## config.mk

```make
export PLATFORM = sky130hd
export DESIGN_NAME = dmaListParser
export DESIGN_NICKNAME = d
export VERILOG_FILES = /design/src/rtl/dlp_pkg.sv /design/src/rtl/dlpCtrl.sv /design/src/rtl/dlpData.sv /design/src/rtl/dmaListParser.sv
export SDC_FILE = /design/constraint.sdc
export NUM_CORES = 1
export LEC_CHECK = 0
export BUFFER_PORTS_ARGS = -buffer_cell sky130_fd_sc_hd__buf_2
export CAP_MARGIN = 20
export CORE_MARGIN = 3
export CORE_UTILIZATION = 40
export CTS_BUF_LIST = sky130_fd_sc_hd__clkbuf_4
export CTS_CLUSTER_DIAMETER = 120
export DETAILED_ROUTE_END_ITERATION = 12
export GPL_TIMING_DRIVEN = 0
export PLACE_DENSITY = 0.75
export SYNTH_ARGS = -nofsm -noshare
export SYNTH_HDL_FRONTEND = slang
export SYNTH_SLANG_ARGS = --single-unit
```

## constraint.sdc

```tcl
create_clock -name clk -period 4.7 [get_ports clk]
set_input_delay 0.94 -clock clk [delete_from_list [all_inputs] [get_ports clk]]
set_output_delay 0.94 -clock clk [all_outputs]
set_load 0.1 [all_outputs]
```

## src/rtl/dlp_pkg.sv

```systemverilog
package dlp_pkg;
  localparam int NUM_SLOTS = 12;
  localparam logic [3:0] LAST_A    = 4'd10;
  localparam logic [3:0] LAST_B    = 4'd11;
  localparam logic [3:0] MOD_A_IDX = 4'd9;

  localparam logic [7:0] OPT_LAY_A     = 8'h0A;
  localparam logic [7:0] OPT_LAY_B     = 8'h0B;
  localparam logic [7:0] OPT_TRANS_OFF = 8'h06;
  localparam logic [7:0] OPT_TRANS_ON  = 8'h86;
  localparam logic [7:0] OPT_SRC_MB    = 8'h80;
  localparam logic [7:0] OPT_DST_MB    = 8'h81;
  localparam logic [7:0] OPT_SRC_FRAC  = 8'h82;
  localparam logic [7:0] OPT_DST_FRAC  = 8'h83;
  localparam logic [7:0] OPT_SRC_INT   = 8'h84;
  localparam logic [7:0] OPT_DST_INT   = 8'h85;
  localparam logic [7:0] OPT_TRANS_VAL = 8'h87;

  typedef enum logic [2:0] {S_IDLE, S_REQ, S_WAIT, S_SHOW, S_RUN} state_t;
  typedef enum logic [1:0] {PH_OPT, PH_PARAM, PH_DESC} phase_t;

  typedef struct packed {
    logic       startSess;
    logic       takeByte;
    logic       optByte;
    logic       paramByte;
    logic       descByte;
    logic [3:0] slot;
  } dlpStrobe_t;
endpackage

```

## src/rtl/dlpCtrl.sv

```systemverilog
module dlpCtrl
  import dlp_pkg::*;
(
  input  logic       clk,
  input  logic       rstN,
  input  logic       start,
  input  logic       startExt,
  input  logic       rdValid,
  input  logic [7:0] rdData,
  input  logic       layoutB,
  input  logic       chainBit,
  input  logic       descReady,
  input  logic       jobDone,
  output logic       rdReq,
  output logic       descValid,
  output logic       busy,
  output dlpStrobe_t strb
);
  state_t     state;
  phase_t     phase;
  logic [3:0] idx;
  logic       extMode;
  logic [3:0] lastIdx;
  logic       needParam;

  assign lastIdx   = layoutB ? LAST_B : LAST_A;
  assign needParam = rdData[7] && (rdData != OPT_TRANS_ON);

  always_comb begin
    strb           = '0;
    strb.slot      = (!layoutB && idx >= MOD_A_IDX) ? idx + 4'd1 : idx;
    strb.startSess = (state == S_IDLE) && start;
    if (state == S_WAIT && rdValid) begin
      strb.takeByte  = 1'b1;
      strb.optByte   = (phase == PH_OPT) && (rdData != 8'h00);
      strb.paramByte = (phase == PH_PARAM);
      strb.descByte  = (phase == PH_DESC);
    end
  end

  always_ff @(posedge clk or negedge rstN) begin
    if (!rstN) begin
      state   <= S_IDLE;
      phase   <= PH_DESC;
      idx     <= '0;
      extMode <= 1'b0;
    end else begin
      unique case (state)
        S_IDLE: if (start) begin
          extMode <= startExt;
          phase   <= startExt ? PH_OPT : PH_DESC;
          idx     <= '0;
          state   <= S_REQ;
        end
        S_REQ: state <= S_WAIT;
        S_WAIT: if (rdValid) begin
          state <= S_REQ;
          unique case (phase)
            PH_OPT: begin
              if (rdData == 8'h00) begin
                phase <= PH_DESC;
                idx   <= '0;
              end else if (needParam) begin
                phase <= PH_PARAM;
              end
            end
            PH_PARAM: phase <= PH_OPT;
            default: begin
              if (idx == lastIdx) state <= S_SHOW;
              else idx <= idx + 4'd1;
            end
          endcase
        end
        S_SHOW: if (descReady) state <= S_RUN;
        S_RUN: if (jobDone) begin
          if (chainBit) begin
            phase <= extMode ? PH_OPT : PH_DESC;
            idx   <= '0;
            state <= S_REQ;
          end else begin
            state <= S_IDLE;
          end
        end
        default: state <= S_IDLE;
      endcase
    end
  end

  assign rdReq     = (state == S_REQ);
  assign descValid = (state == S_SHOW);
  assign busy      = (state != S_IDLE);


  single_req_chk: assert property (@(posedge clk) disable iff (!rstN)
    rdReq |=> !rdReq);


  valid_hold_chk: assert property (@(posedge clk) disable iff (!rstN)
    descValid && !descReady |=> descValid);
endmodule

```

## src/rtl/dlpData.sv

```systemverilog
module dlpData
  import dlp_pkg::*;
#(
  parameter int PTR_W   = 16,
  parameter int UPPER_W = 8
) (
  input  logic                     clk,
  input  logic                     rstN,
  input  dlpStrobe_t               strb,
  input  logic [PTR_W-1:0]         startAddr,
  input  logic [UPPER_W-1:0]       startUpper,
  input  logic                     defaultLayoutB,
  input  logic [7:0]               rdData,
  output logic [UPPER_W+PTR_W-1:0] rdAddr,
  output logic                     layoutB,
  output logic                     chainBit,
  output logic [1:0]               descCmd,
  output logic [3:0]               descMinterm,
  output logic [15:0]              descCount,
  output logic [15:0]              descModulo,
  output logic [19:0]              descSrcAddr,
  output logic [3:0]               descSrcMode,
  output logic [2:0]               descSrcBank,
  output logic [7:0]               descSrcMb,
  output logic [15:0]              descSrcStep,
  output logic [19:0]              descDstAddr,
  output logic [3:0]               descDstMode,
  output logic [2:0]               descDstBank,
  output logic [7:0]               descDstMb,
  output logic [15:0]              descDstStep,
  output logic                     descTransEn,
  output logic [7:0]               descTransVal
);
  logic [PTR_W-1:0]   ptr;
  logic [UPPER_W-1:0] upper;
  logic [7:0]         optCode;
  logic [7:0]         srcMb, dstMb, srcFrac, dstFrac, srcInt, dstInt, transVal;
  logic               transEn;
  logic [NUM_SLOTS-1:0][7:0] raw;

  always_ff @(posedge clk or negedge rstN) begin
    if (!rstN) begin
      ptr <= '0; upper <= '0; optCode <= '0; layoutB <= 1'b0;
      srcMb <= '0; dstMb <= '0; srcFrac <= '0; dstFrac <= '0;
      srcInt <= 8'd1; dstInt <= 8'd1; transEn <= 1'b0; transVal <= '0;
    end else if (strb.startSess) begin
      ptr <= startAddr; upper <= startUpper; layoutB <= defaultLayoutB;
      srcMb <= '0; dstMb <= '0; srcFrac <= '0; dstFrac <= '0;
      srcInt <= 8'd1; dstInt <= 8'd1; transEn <= 1'b0; transVal <= '0;
    end else begin
      if (strb.takeByte) ptr <= ptr + 1'b1;
      if (strb.optByte) begin
        optCode <= rdData;
        case (rdData)
          OPT_LAY_A:     layoutB <= 1'b0;
          OPT_LAY_B:     layoutB <= 1'b1;
          OPT_TRANS_ON:  transEn <= 1'b1;
          OPT_TRANS_OFF: transEn <= 1'b0;
          default: ;
        endcase
      end
      if (strb.paramByte) begin
        case (optCode)
          OPT_SRC_MB:    srcMb    <= rdData;
          OPT_DST_MB:    dstMb    <= rdData;
          OPT_SRC_FRAC:  srcFrac  <= rdData;
          OPT_DST_FRAC:  dstFrac  <= rdData;
          OPT_SRC_INT:   srcInt   <= rdData;
          OPT_DST_INT:   dstInt   <= rdData;
          OPT_TRANS_VAL: transVal <= rdData;
          default: ;
        endcase
      end
    end
  end

  always_ff @(posedge clk or negedge rstN) begin
    if (!rstN) raw <= '0;
    else if (strb.descByte) begin
      for (int s = 0; s < NUM_SLOTS; s++)
        if (strb.slot == 4'(s)) raw[s] <= rdData;
    end
  end

  assign rdAddr   = {upper, ptr};
  assign chainBit = raw[0][2];

  always_comb begin
    descCmd     = raw[0][1:0];
    descCount   = {raw[2], raw[1]};
    descSrcAddr = {raw[5][3:0], raw[4], raw[3]};
    descDstAddr = {raw[8][3:0], raw[7], raw[6]};
    descModulo  = {raw[11], raw[10]};
    if (layoutB) begin
      descMinterm = 4'd0;
      descSrcMode = {raw[5][7], raw[0][4], raw[9][0], raw[9][1]};
      descDstMode = {raw[8][7], raw[0][5], raw[9][2], raw[9][3]};
      descSrcBank = raw[5][6:4];
      descDstBank = raw[8][6:4];
    end else begin
      descMinterm = raw[0][7:4];
      descSrcMode = raw[5][7:4];
      descDstMode = raw[8][7:4];
      descSrcBank = 3'd0;
      descDstBank = 3'd0;
    end
  end

  assign descSrcMb    = srcMb;
  assign descDstMb    = dstMb;
  assign descSrcStep  = {srcInt, srcFrac};
  assign descDstStep  = {dstInt, dstFrac};
  assign descTransEn  = transEn;
  assign descTransVal = transVal;


  ptr_step_chk: assert property (@(posedge clk) disable iff (!rstN)
    strb.takeByte |=> ptr == $past(ptr) + 1'b1);


  opts_frozen_chk: assert property (@(posedge clk) disable iff (!rstN)
    strb.descByte |=> $stable(srcMb) && $stable(dstMb) && $stable(transEn)
                      && $stable(transVal) && $stable(srcInt) && $stable(dstFrac));
endmodule

```

## src/rtl/dmaListParser.sv

```systemverilog
module dmaListParser
  import dlp_pkg::*;
#(
  parameter int PTR_W   = 16,
  parameter int UPPER_W = 8,
  localparam int ADDR_W = PTR_W + UPPER_W
) (
  input  logic               clk,
  input  logic               rstN,
  input  logic               start,
  input  logic [PTR_W-1:0]   startAddr,
  input  logic [UPPER_W-1:0] startUpper,
  input  logic               startExt,
  input  logic               defaultLayoutB,
  output logic               rdReq,
  output logic [ADDR_W-1:0]  rdAddr,
  input  logic               rdValid,
  input  logic [7:0]         rdData,
  output logic               descValid,
  input  logic               descReady,
  output logic               descLayoutB,
  output logic [1:0]         descCmd,
  output logic               descChain,
  output logic [3:0]         descMinterm,
  output logic [15:0]        descCount,
  output logic [15:0]        descModulo,
  output logic [19:0]        descSrcAddr,
  output logic [3:0]         descSrcMode,
  output logic [2:0]         descSrcBank,
  output logic [7:0]         descSrcMb,
  output logic [15:0]        descSrcStep,
  output logic [19:0]        descDstAddr,
  output logic [3:0]         descDstMode,
  output logic [2:0]         descDstBank,
  output logic [7:0]         descDstMb,
  output logic [15:0]        descDstStep,
  output logic               descTransEn,
  output logic [7:0]         descTransVal,
  input  logic               jobDone,
  output logic               busy
);
  dlpStrobe_t strb;
  logic       layoutB, chainBit;

  dlpCtrl i_ctrl (
    .clk, .rstN, .start, .startExt, .rdValid, .rdData,
    .layoutB, .chainBit, .descReady, .jobDone,
    .rdReq, .descValid, .busy, .strb
  );

  dlpData #(.PTR_W(PTR_W), .UPPER_W(UPPER_W)) i_data (
    .clk, .rstN, .strb, .startAddr, .startUpper, .defaultLayoutB, .rdData,
    .rdAddr, .layoutB, .chainBit,
    .descCmd, .descMinterm, .descCount, .descModulo,
    .descSrcAddr, .descSrcMode, .descSrcBank, .descSrcMb, .descSrcStep,
    .descDstAddr, .descDstMode, .descDstBank, .descDstMb, .descDstStep,
    .descTransEn, .descTransVal
  );

  assign descLayoutB = layoutB;
  assign descChain   = chainBit;


  fields_stable_chk: assert property (@(posedge clk) disable iff (!rstN)
    descValid && !descReady |=> $stable(descCount) && $stable(descSrcAddr)
      && $stable(descDstAddr) && $stable(descModulo) && $stable(descSrcMode)
      && $stable(descDstMode) && $stable(descCmd) && $stable(descChain));


  upper_hold_chk: assert property (@(posedge clk) disable iff (!rstN)
    busy && $past(busy) |-> $stable(rdAddr[ADDR_W-1:PTR_W]));
endmodule

```

==> reports/metrics.cfg <==
[clock_network]
tritoncts = built
cts.clk_slew.worst_paths_ns = 0.15
cts_setup_buffers = 0
clk_latency_ns = 0.56
clock_path_buffers = 2
h-tree-depth = 4
hold_buffers = 0
clock_sinks = 191
postCtsResizedCells = 0
clock-root-buffer = clkbuf_4
numCtsBuffers = 17

[finish]
instances_no_fill = 1323
nets = 1073
multiInputGateArea_mm2 = 0.00344
n_fill_cell = 2084
finalInstanceArea_mm2 = 0.0108
final-seq-area_mm2 = 0.00478
syn_to_final_growth_pct = 19.2
utilization = 0.489
drive_gt1_frac = 0.442

[global_routing]
gr-usage-met2 = 0.314
met3_usage = 0.0625
grt_usage = 0.191
antenna_found_initial = 1
top_usage_layer = met2
grt_pass1_vias = 6727
grt_pass1_wl_um = 36600
grt_max_degree = 99
use_met1 = 0.246
gr-total-overflow = 0

[pwr]
p_switching_mw = 2.89
leakage_nw = 5.70
irDropWorstVdd_uv = 323
seqPwrFrac = 0.363
power_density_mw_per_mm2 = 526
combPwrFrac = 0.478
intPower_mw = 2.78
clkPwrFrac = 0.159
p_sw_frac = 0.511

[floorplan]
start_util = 0.410
core_mm2 = 0.0220
chipHeight_um = 156
io_pins = 218
die-area_mm2 = 0.0244
die_w_um = 156
rows = 54

[worst_setup_path]
reg2reg_depth = 8
rr_endpoint = i_data.raw[45]
end_kind = output port
cp.arrival_ns = 2.51
cp-start-kind = flip-flop
cp.required_ns = 3.76
r2r_start = i_ctrl.idx[0]
crit_type = flip-flop to output port
r2r_setup_slack_ns = 1.79
worstPathMaxFanout = 10

[routing]
drt-total-wl_um = 23400
wire_per_inst_um = 17.7
ant_nets = 0
drc_errors = 0
firstDrtPassIters = 5
vias = 6619
first_iter_violations = 342
avgViaCountPerCell = 5.00

[placed_design]
dp_cells = 1290
hpwl_um = 16800
dp_slack_ns = 1.62
place_area_mm2 = 0.0105
gp_congestion = 0.867
port_buffers = 214

[synth]
avgSynthCellArea_um2 = 11.4
synth_nets = 839
synth-edff-count = 0
ys.flop_type = dfrtp_1
syn_area_mm2 = 0.00904
synthCells = 795
ys_types = 64
ys_ff_latch = 191
ys_seq_area_frac = 0.529
yosys_warnings = 0
async_reset_ff_frac = 1.00

[sta]
setup_viol = 0
worst_pin_slew_ns = 0.915
relSlewSlack = 0.387
finalCritPeriodShare = 0.733
fin_skew_ns = 0.0327
finalSetupTns_ns = 0
setup_ws_ns = 1.25
fmax_mhz = 290
rsz0062_at_grt = false
slew_viol_final = 0
finalHoldViolCount = 0
finalCriticalPeriod_ns = 3.45

[hold_path]
hold_class = primary input to async pin

[flow_run]
drv_cap = 0

[status]
status = completed

[registers in the layout, indices dropped and copies added, names as in the netlist, 16 cells and up]
register	flops
i_data.descCount	16
i_data.descModulo	16
i_data.ptr	16
i_data.descSrcAddr	20
i_data.raw	16
i_data.descDstAddr	20
[cell usage in the layout (no fill, tap or decap), drive strengths merged, types with 13 or more instances in the layout]
cell    netlist  layout
a21oi        13      13
clkbuf       32      51
mux2        104     104
mux2i        43      43
buf          90     305
inv          12      17
dfrtp       188     188
o21ai        44      44
nor2         58      58
nand3        30      30
nand2        73      73
[final cells by class]
| type | count | area share |
|---|---|---|
| antenna | 2 | 0.000464 |
| sequential | 191 | 0.444 |
| timing repair buffer | 215 | 0.103 |
| clock buffer | 19 | 0.0132 |
| clock inverter | 12 | 0.0123 |
| multi-input combinational | 470 | 0.319 |
| inverter | 12 | 0.00418 |
| tap | 280 | 0.0325 |
| buffer | 122 | 0.0715 |
[cell usage after synthesis (all sizes together), types with 8 or more instances]
library cell,instances,area share
o21ai,44,0.027
mux2,104,0.13
inv,12,0.0050
clkbuf,32,0.013
mux2i,43,0.048
nand2,73,0.030
dfrtp,188,0.52
buf,90,0.072
nor2,58,0.026
and2,9,0.0062
nor3,12,0.012
xor2,8,0.0078
a21oi,13,0.0076
nand3,30,0.017
[per-layer routing]
layer  wire (um)  part of all wire
met5           0                 0
met4         419             0.018
met3        1580             0.068
met2       11200              0.48
met1       10200              0.43
[power by group through the flow]
stage	Combinational (mW)	Sequential (mW)	Clock, mW
2_1_floorplan	1.46	2.83	0
3_3_place_gp	2.68	2.08	0
3_5_place_dp	2.71	2.09	0
4_1_cts	2.72	2.06	0.935
5_1_grt	2.86	2.10	1.00
6_report	2.71	2.06	0.901
[worst max-delay path: stages, from the launching register on]
cell	delay [ns]
dfrtp_1	0.43
clkbuf_1	0.52
clkbuf_1	0.35
and2_1	0.21
buf_2	0.43
[metrics by stage]
step / power [mW] / hold WS, ns
3_5_place_dp: 4.81 / 0.457
3_3_place_gp: 4.77 / 0.456
6_report: 5.67 / 0.393
5_1_grt: 5.96 / 0.382
2_1_floorplan: 4.30 / 0.447
4_1_cts: 5.71 / 0.371
[how the worst max path moves through the flow]
stage	from	end	cells past startpoint
2_1_floorplan	i_data.layoutB	descMinterm[0]	3
3_3_place_gp	rstN	i_data.upper[4]	1
3_5_place_dp	rdValid	i_data.raw[7]	6
4_1_cts	i_data.layoutB	descSrcBank[1]	4
5_1_grt	i_data.layoutB	descSrcBank[2]	4
6_report	i_data.layoutB	descDstBank[1]	4
[logic make-up (layout without fill, tap and decap cells)]
| family | after synthesis | after routing | share of synthesized area |
|---|---|---|---|
| AOI/OAI and AO/OA | 80 | 80 | 0.0548 |
| buffers and inverters | 134 | 380 | 0.0902 |
| adders and majority gates | 4 | 4 | 0.00554 |
| muxes | 147 | 147 | 0.177 |
| xor gates and xnor gates | 15 | 15 | 0.0145 |
| other | 0 | 2 | 0 |
| DFF | 191 | 191 | 0.529 |
| and+or+nand+nor | 224 | 224 | 0.129 |
No activity file was read; power rests on OpenSTA's default activity.
